==> src/rtl/ext_irq_channel.sv <==
module ext_irq_channel #(
  parameter int unsigned DATA_W      = 16,
  parameter int unsigned PRIO_W      = 3,
  parameter int unsigned TYPE_W      = 8,
  parameter int unsigned TYPE_NUM    = 16,
  parameter int unsigned SYNC_STAGES = 2
) (
  input  logic              clk,
  input  logic              rst_n,
  input  logic              ctl_wr,
  input  logic [DATA_W-1:0] ctl_wdata,
  output logic [DATA_W-1:0] ctl_rdata,
  input  logic              gmask_wr,
  input  logic              gmask_wdata,
  output logic              gmask_rdata,
  input  logic              irq_pin,
  input  logic              irq_ack,
  output logic              irq_req,
  output logic [PRIO_W-1:0] irq_prio,
  output logic [TYPE_W-1:0] irq_type
);

  localparam int unsigned MASK_BIT = PRIO_W;
  localparam int unsigned MODE_BIT = PRIO_W + 1;
  localparam int unsigned FIELD_W  = PRIO_W + 2;
  localparam logic [DATA_W-1:0] IMPL_MASK = DATA_W'((1 << FIELD_W) - 1);
  localparam logic [DATA_W-1:0] RST_VAL   = DATA_W'((1 << (PRIO_W + 1)) - 1);

  logic [DATA_W-1:0]      ctl_q;
  logic [SYNC_STAGES-1:0] sync_q;
  logic                   prev_q;
  logic                   pend_q;
  logic                   pin_s;
  logic                   rise;
  logic                   level_mode;

  assign pin_s      = sync_q[SYNC_STAGES-1];
  assign rise       = pin_s & ~prev_q;
  assign level_mode = ctl_q[MODE_BIT];

  always_ff @(posedge clk) begin
    if (!rst_n) begin
      ctl_q <= RST_VAL;
    end else begin
      if (ctl_wr)   ctl_q <= ctl_wdata & IMPL_MASK;
      if (gmask_wr) ctl_q[MASK_BIT] <= gmask_wdata;
    end
  end

  always_ff @(posedge clk) begin
    if (!rst_n) begin
      sync_q <= '0;
      prev_q <= 1'b0;
    end else begin
      sync_q <= {sync_q[SYNC_STAGES-2:0], irq_pin};
      prev_q <= pin_s;
    end
  end

  always_ff @(posedge clk) begin
    if (!rst_n)                     pend_q <= 1'b0;
    else if (irq_ack)               pend_q <= 1'b0;
    else if (!pin_s)                pend_q <= 1'b0;
    else if (level_mode || rise)    pend_q <= 1'b1;
  end

  assign ctl_rdata   = ctl_q;
  assign gmask_rdata = ctl_q[MASK_BIT];
  assign irq_req     = pend_q & ~ctl_q[MASK_BIT];
  assign irq_prio    = ctl_q[PRIO_W-1:0];
  assign irq_type    = TYPE_W'(TYPE_NUM);

endmodule

==> config.mk <==
export PLATFORM = sky130hd
export DESIGN_NAME = ext_irq_channel
export DESIGN_NICKNAME = d
export VERILOG_FILES = /design/src/rtl/ext_irq_channel.sv
export SDC_FILE = /design/constraint.sdc
export NUM_CORES = 1
export LEC_CHECK = 0
export ABC_CLOCK_PERIOD_IN_PS = 860
export BUFFER_PORTS_ARGS = -buffer_cell sky130_fd_sc_hd__buf_2
export CAP_MARGIN = 20
export CORE_MARGIN = 2
export CORE_UTILIZATION = 30
export CTS_CLUSTER_SIZE = 10
export DETAILED_ROUTE_END_ITERATION = 6
export PLACE_DENSITY = 0.7
export SYNTH_ARGS = -nofsm -noshare
export SYNTH_HDL_FRONTEND = slang
export SYNTH_SLANG_ARGS = --single-unit
==> constraint.sdc <==
create_clock -name clk -period 0.86 [get_ports clk]
set_input_delay 0.172 -clock clk [delete_from_list [all_inputs] [get_ports clk]]
set_output_delay 0.172 -clock clk [all_outputs]
set_load 0.005 [all_outputs]
==> metrics.cfg, run 1 <==
[run_status]
run_status = finished with violations
violations = negative setup slack

[timing]
fmax_mhz = 1030
drv_slew = 0
rsz0062_at_grt = yes
worst_slack_ps = -110
fin_crit_sh_pct = 113
hold_viol = 0
finClkSkew_ps = 3.65
tns_ps = -250
setup_viol = 9
fin_crit_ps = 970

[clock_tree]
clk_latency_ps = 260
clock-sinks = 9
cts_root_buffer = clkbuf_4
cts_buffers = 3
clkTransAtPathRegs_ps = 60
cts.htree.levels = 1
clock_path_buffers = 2
hold_buffers = 0
cts_tree = yes

[power]
total_leakage_power_nw = 0.313
vdd_drop_max_v = 0.000593
powerDensity_mw_per_mm2 = 1580

[logic_synthesis]
synth-compound-area-share_pct = 3.70
synth_cell_types = 14
synthesis.area_sq_um = 507
synth_top_cells_by_area = dfxtp_1 36%, buf_4 34%, mux2i_1 9.9%, and2_2 3.0%, a211oi_2 2.5%
ys_seq_elements = 9
ys_warn_count = 0
avgSynthCellArea_sq_um = 9.38
synth_top_family_by_area = buffers and inverters
synth_simple_gate_area_share_pct = 11.6
yosys.area.top_type = dfxtp_1
synthXorXnorAreaFrac_pct = 0
synth_top_area_share_pct = 35.6
synthAdderAreaFrac_pct = 0
muxShareOfSynthArea_pct = 9.88
synth_cells = 54
ys_seq_area_share_pct = 35.6

[critical_path]
endpoint_kind = primary output
critPathMaxFanout = 2
worstSetupPathDepth = 2
worst-setup-path-type = reg2out
crit_family = flip-flops
cp_slowest_cell = dfxtp_2
cp.arrival_ps = 800
cp.required_ps = 690
crit_path_start_kind = flop
critPathMaxStageDelay_ps = 310
reg2regPathDepth = 3
crit_chain = nor2b_1, buf_2
cp_num_buf_inv = 1

[routing]
dr_total_vias = 334
via_per_inst = 3.75
wl_met3_um = 130
wirelength_um = 701
ant_nets = 0
first_iter_violations = 0
drtPass1Iterations = 1
drc = 0
avgRoutedWirePerCell_um = 7.88
highest_layer = met3
met1Wirelength_um = 245
wl_met2_um = 325

[floorplanning]
start_util_pct = 32.9
rows = 14
core_sq_mm = 0.00154
die_h_um = 45.1
die_x_um = 45.1
ioPinCount = 52
dieArea_sq_mm = 0.00203

[placement]
gp_congestion = 0.616
portBuffers = 21
pre_cts_slack_ps = 95.9

[cells_and_area]
syn2layout_area_growth_pct = 12.8
layout_common_cells = 19 x conb_1, 18 x buf_2, 6 x dfxtp_2
fin_util_pct = 37.1
drive_gt1_share_pct = 49.3
diodes = 0
nNetsFinal = 97
layout_commonest_cell = conb_1

[global_route]
grt_overflow = 0
antenna_found_initial = 0
grt_max_degree = 10
grt_use_total_pct = 8.77
grt_pass1_vias = 286
grt_pass1_wl_mm = 1.18

[worst_hold_path]
min_path_type = in2reg
min_path_cells = 2

[job]
max_cap_violations = 0

sequential cells by signal, summed over array words and instances, names as in the netlist:
name       flops
ctl_rdata      5
sync_q         2
pend_q         1
prev_q         1
area by class of cell:
cell class,instances,area (sq um)
fillers,162,970
multi-input cells,36,199
flip-flops and latches,9,188
repair buffers,22,131
clock buffers,4,26.3
well taps,16,20.0
inverters,2,7.51
kinds of logic after synthesis:
logic type	after synthesis
other cells	2
compound gates	2
buf+inv	26
flops	9
mux	5
simple gates	10
Yosys cell counts:
cell      count
conb_1        2
and2_2        2
nand2_1       3
mux2i_1       5
inv_1         2
a211oi_2      1
nor2_1        1
buf_6         1
buf_4        23
a31oi_1       1
dfxtp_1       9
and3b_2       1
nor2b_1       2
nand2_2       1
path summary, 6_finish.rpt:
path	slack, ps	start	to
setup reg to reg	120	ctl_rdata[4]$_SDFFE_PN0P_	pend_q$_SDFFE_PP0P_
hold reg to reg	410	prev_q$_SDFF_PN0_	pend_q$_SDFFE_PP0P_
hold / removal	60	irq_ack	pend_q$_SDFFE_PP0P_
setup / recovery	-110	pend_q$_SDFFE_PP0P_	irq_req
where the power goes:
group,leakage (nW),total [mW],switching (mW),internal [mW]
Sequential,0.0738,0.455,0.0132,0.441
Clock,0.0150,0.322,0.143,0.179
Combinational,0.224,0.129,0.0609,0.0684
metrics by stage:
stage	instances	area, sq um	power [mW]	hold WS (ps)
finish	89	572	0.905	60.7
global route	89	572	0.974	44.7
CTS	89	553	0.917	47.5
detailed placement	84	512	0.575	339
global placement	84	512	0.572	335
floorplan	71	571	0.600	234
worst register-to-register path: stages, from the launching register on:
cell and delay (ps):
dfxtp_2 310, buf_4 120, nor2_1 120, a211oi_2 70
routing by layer:
metal  vias to the layer above  GRT usage [%]
li1                        165              -
met5                         -              0
met1                       140           8.17
met2                        29           14.0
met4                         0           3.53
met3                         0           7.20
what timing repair did:
item                       4_1_cts  5_1_grt
gates cloned                     0        0
gates resized for setup          6        3
setup endpoints to repair       10       10
setup buffers                    1        0
Note: power is estimated with default switching activity, not from simulation.
==> inputs of run 2 (changes only) <==
Settings changed: ABC_AREA from default to 1, REMOVE_ABC_BUFFERS from default to 1.
==> run 2 against run 1 <==
Net effect:
- the run still ends with negative setup slack left
- clock skew is 3.6 ps lower
- non-clock buffer count increased by 1
- clock power is essentially flat
- highest routed layer is now met4
==> metrics.cfg, run 2 <==
[floorplanning]
rows = 14
ioPinCount = 52
core_sq_mm = 0.00154
dieArea_sq_mm = 0.00203
die_x_um = 45.1
start_util_pct = 32.9
die_h_um = 45.1

[critical_path]
worst-setup-path-type = reg2out
critPathMaxFanout = 2
rrSetupSlack_ps = 90
crit_path_start_kind = flop
worstSetupPathDepth = 3
endpoint_kind = primary output
startpoint = pend_q$_SDFFE_PP0P_
cp_num_buf_inv = 2
cp.required_ps = 690
cp.arrival_ps = 790
r2r-start = ctl_rdata[4]$_SDFFE_PN0P_
critPathMaxStageDelay_ps = 330
crit_family = flip-flops
rr_endpoint = pend_q$_SDFFE_PP0P_
crit_chain = inv_2, nor2_1, buf_2
endpoint = irq_req
reg2regPathDepth = 5
cp_slowest_cell = dfxtp_2

[logic_synthesis]
ys_seq_area_share_pct = 35.6
synthesis.area_sq_um = 507
avgSynthCellArea_sq_um = 7.45
ys_warn_count = 0
ys_seq_elements = 9
synth_top_cells_by_area = dfxtp_1 36%, buf_4 34%, nand2_1 9.6%, inv_1 6.7%, nand3_1 4.0%
synth_edf_count = 0
synthTopCellsByCount = 23 x buf_4, 13 x nand2_1, 9 x dfxtp_1, 9 x inv_1
synthFlopType = dfxtp_1
synth_top_area_share_pct = 35.6
synth_cells = 68
synth.most_common_cell = buf_4
yosys.area.top_type = dfxtp_1
async_flop_share_pct = 0
synth_cell_types = 11

[cells_and_area]
layout_commonest_cell = buf_2
layout_common_cells = 20 x buf_2, 19 x conb_1, 13 x nand2_1
nNetsFinal = 113
fill_cells = 179
largest_reg_flops = 5
drive_gt1_share_pct = 40.4
stdcell_area_sq_um = 578
stdcell_count = 105
diodes = 0
syn2layout_area_growth_pct = 14.1

[routing]
dr_total_vias = 386
first_iter_violations = 4
wirelength_um = 754
drtPass1Iterations = 2
avgRoutedWirePerCell_um = 7.18
ant_nets = 0
via_per_inst = 3.68
drc = 0

[clock_tree]
clock-sinks = 9
clkTransAtPathRegs_ps = 60
cts_tree = yes
cts.htree.levels = 1
clk_latency_ps = 250
clock_path_buffers = 2
cts_root_buffer = clkbuf_4
cts_buffers = 3

[power]
powerDensity_mw_per_mm2 = 1580
p_seq_share_pct = 50.1
p_clk_share_pct = 35.0
power.internal_mw = 0.687
total_leakage_power_nw = 0.350
power_frac_comb_pct = 14.9
p_switching_mw = 0.225
switching_share_pct = 24.7
vdd_drop_max_v = 0.000855

[global_route]
antenna_found_initial = 0
grt_max_degree = 9
grt_pass1_vias = 308
grt_overflow = 0
grt_pass1_wl_mm = 1.21
grt_use_total_pct = 8.51

[timing]
setup_viol = 9
rsz0062_at_grt = yes
fmax_mhz = 1040
drv_slew = 0
fin_crit_ps = 963
worst_slack_ps = -103
finClkSkew_ps = 0.0492
fin_crit_sh_pct = 112
hold_viol = 0

[placement]
gp_congestion = 0.612
dp_cells = 99
dpl_cell_area_sq_um = 523
portBuffers = 21

[worst_hold_path]
hold_path.startpoint = irq_pin
min_path_type = in2reg

[run_status]
violations = negative setup slack
run_status = finished with violations

[job]
max_cap_violations = 0

-- run 2: cell count changes in the layout (fill, tap and decap cells not counted), sizes merged --
cell	delta
a211oi	-1
a21boi	+1
a31oi	-1
and2	-2
and3b	-1
buf	+1
inv	+7
mux2i	-5
nand2	+10
nand3	+4
nor2	+4
nor2b	-2
o21ai	+1
-- run 2: logic make-up after synthesis --
family	count (synthesis)	share of synthesized area [%]
AO/OA/AOI/OAI	2	3.21
buffers and inverters	32	40.7
flip-flops	9	35.6
other	2	1.48
AND/OR/NAND/NOR	23	19.0
-- run 2: power groups by stage --
stage	clock [mW]	sequential (mW)	combinational [mW]
global route	0.363	0.460	0.161
floorplan	0	0.467	0.0531
detailed placement	0	0.463	0.123
finish	0.319	0.457	0.136
global placement	0	0.462	0.121
CTS	0.339	0.456	0.129
-- run 2: worst min path at each step --
stage | to | slack, ps | depth (start not counted)
6_report | sync_q[0]$_SDFF_PN0_ | 100 | 3
5_1_grt | sync_q[0]$_SDFF_PN0_ | 110 | 3
4_1_cts | sync_q[0]$_SDFF_PN0_ | 90 | 3
3_5_place_dp | sync_q[0]$_SDFF_PN0_ | 360 | 3
3_3_place_gp | sync_q[0]$_SDFF_PN0_ | 360 | 3
2_1_floorplan | ctl_rdata[0]$_SDFFE_PN1P_ | 260 | 1
-- run 2: final cells by class --
type                            count  area [sq um]  share of cell area (%)
Timing Repair Buffer               23           126                    21.9
Inverter                            9          33.8                    5.84
Tap cell                           16          20.0                    3.46
Sequential cell                     9           188                    32.5
Multi-Input combinational cell     44           184                    31.8
Clock buffer                        4          26.3                    4.55
-- run 2: what timing repair did --
| item | in CTS | in global routing |
|---|---|---|
| hold buffers | 0 | 0 |
| resized for setup | 6 | 2 |
| endpoints found under the setup margin | 10 | 10 |
| setup buffers | 1 | 1 |
| endpoints found under the hold margin | 0 | 0 |
-- run 2: stage by stage --
stage	TNS, ps	hold slack [ps]	total power [mW]	util [%]	setup WS (ps)
after global placement	0	356	0.583	33.9	123
final	-146	95.8	0.912	37.5	-103
after detailed placement	0	359	0.586	33.9	104
after CTS	-288	88.2	0.924	36.6	-115
after floorplan	0	256	0.520	-	233
after global routing	-512	112	0.983	37.5	-151
-- run 2: routing by layer --
layer | GRT usage [%] | share of wire [%] | vias up
met5 | 0 | 0 | -
met4 | 5.29 | 0.93 | 0
met3 | 3.60 | 15 | 2
met2 | 14.0 | 44 | 31
met1 | 8.89 | 39 | 153
li1 | - | - | 200
-- run 2: tightest hold or removal path: stages --
cell and delay [ps]:
buf_2 70, nand2_1 40, inv_1 40
==> inputs of run 3 (changes only) <==
--- a/config.mk
+++ b/config.mk
@@ -10,5 +10,4 @@
 export BUFFER_PORTS_ARGS = -buffer_cell sky130_fd_sc_hd__buf_2
 export CAP_MARGIN = 20
-export CORE_MARGIN = 2
 export CORE_UTILIZATION = 30
 export CTS_CLUSTER_SIZE = 10
==> constraint.sdc (replaced) <==
create_clock -name clk -period 0.86 [get_ports clk]
set_input_delay 0.043 -clock clk [delete_from_list [all_inputs] [get_ports clk]]
set_output_delay 0.043 -clock clk [all_outputs]
set_load 0.005 [all_outputs]
==> run 3 against run 2 <==
Net effect:
- the flow now finishes without violations
- core utilization up 2.2 points
- cell count grew 3.8%
- sequential share of layout area decreased by 2.8 points
- critical path depth stayed put
==> metrics.cfg, run 3 (synthesis gave the netlist of run 2 again) <==
[floorplanning]
core_sq_mm = 0.00154
start_util_pct = 32.9
rows = 14
dieArea_sq_mm = 0.00186
ioPinCount = 52
die_x_um = 43.1
die_h_um = 43.1

[global_route]
antenna_found_initial = 0
grt_pass1_vias = 301
grt_overflow = 0
grt_use_total_pct = 9.48
grt_pass1_wl_mm = 1.21
grt_max_degree = 9

[clock_tree]
clock_path_buffers = 2
clock-sinks = 9
cts_buffers = 3
clkTransAtPathRegs_ps = 60
cts.htree.levels = 1
cts_tree = yes
postCtsSetupBuffers = 0
clk_latency_ps = 260
cts_root_buffer = clkbuf_4

[worst_hold_path]
hold_path.startpoint = irq_ack
min_path_type = in2reg
hold-path-endpoint = pend_q$_SDFFE_PP0P_
min_path_cells = 4

[critical_path]
worst-setup-path-type = reg2out
critPathMaxFanout = 2
endpoint_kind = primary output
r2r-start = ctl_rdata[4]$_SDFFE_PN0P_
rrSetupSlack_ps = 210
reg2regPathDepth = 4
cp.arrival_ps = 790
crit_path_start_kind = flop
rr_endpoint = pend_q$_SDFFE_PP0P_
cp.required_ps = 820

[placement]
pre_cts_slack_ps = 210
portBuffers = 21
gp_congestion = 0.578
post-dp-hpwl_um = 601

[routing]
first_iter_violations = 2
drtPass1Iterations = 2
dr_total_vias = 394
wirelength_um = 778
via_per_inst = 3.61
ant_nets = 0
drc = 0
avgRoutedWirePerCell_um = 7.14

[timing]
tns_ps = 0
whs_ps = 10.3
setup_viol = 0
worst_slack_ps = 28.5
hold_viol = 0
fin_crit_sh_pct = 96.7
rsz0062_at_grt = yes
fmax_mhz = 1200
fin_crit_ps = 832
drv_slew = 0
finClkSkew_ps = 5.63

[cells_and_area]
nNetsFinal = 117
diodes = 0
fill_cells = 164
drive_gt1_share_pct = 31.2
fin_util_pct = 39.7
layout_common_cells = 21 x buf_2, 19 x conb_1, 13 x nand2_1
layout_commonest_cell = buf_2
largest_reg_flops = 5
syn2layout_area_growth_pct = 20.7

[power]
total_leakage_power_nw = 0.367
vdd_drop_max_v = 0.000798
fin_total_pwr_mw = 0.926
powerDensity_mw_per_mm2 = 1510

[job]
max_cap_violations = 0

[run_status]
run_status = completed

==> run 3: cell count changes in the layout (fill, tap and decap cells not counted), moves of 2 or more <==
cell,previous run,this run
dlygate4sd3_1,0,6
dfxtp_1,3,8
dfxtp_2,6,1
buf_4,2,0
==> run 3: power by group <==
part	internal [mW]	leakage, nW	switching (mW)	total, mW
Sequential	0.440	0.0750	0.0136	0.454
Combinational	0.0720	0.274	0.0719	0.144
Clock	0.172	0.0177	0.157	0.328
==> run 3: critical path: stages, from the launching register on <==
cell,delay (ps)
dfxtp_2,320
inv_1,30
nor2_1,60
buf_2,110
==> run 3: worst max-delay path by stage <==
stage,slack [ps],startpoint,cells past startpoint,end
after detailed placement,210,ctl_rdata[4]$_SDFFE_PN0P_,4,pend_q$_SDFFE_PP0P_
after global routing,-20,pend_q$_SDFFE_PP0P_,3,irq_req
final,30,pend_q$_SDFFE_PP0P_,3,irq_req
after CTS,9,pend_q$_SDFFE_PP0P_,3,irq_req
after floorplan,230,ctl_rdata[3]$_SDFFE_PN1P_,4,ctl_rdata[3]$_SDFFE_PN1P_
after global placement,220,ctl_rdata[4]$_SDFFE_PN0P_,4,pend_q$_SDFFE_PP0P_
==> run 3: cell type report <==
cell class / instances / area, sq um / area share (%)
inverters: 9 / 33.8 / 5.52
flip-flops and latches: 9 / 181 / 29.7
clock inverters: 1 / 5.00 / 0.818
multi-input cells: 44 / 184 / 30.1
well taps: 16 / 20.0 / 3.27
clock buffers: 3 / 22.5 / 3.68
repair buffers: 27 / 165 / 27.0
==> run 3: what timing repair did <==
action	in CTS	in global routing
hold buffers	6	0
hold endpoints to repair	5	0
resized for setup	1	0
endpoints found under the setup margin	1	1
==> run 3: per-stage QoR <==
stage / std cells / cell area [sq um]
after CTS: 109 / 612
after detailed placement: 99 / 523
after global placement: 99 / 523
after global routing: 109 / 612
after floorplan: 62 / 398
final: 109 / 612
==> run 3: per-layer routing <==
layer / track usage (%) / share of wire (%)
met4: 5.45 / 1.3
met5: 0 / 0
met3: 6.38 / 11
met1: 9.09 / 40
met2: 14.9 / 47
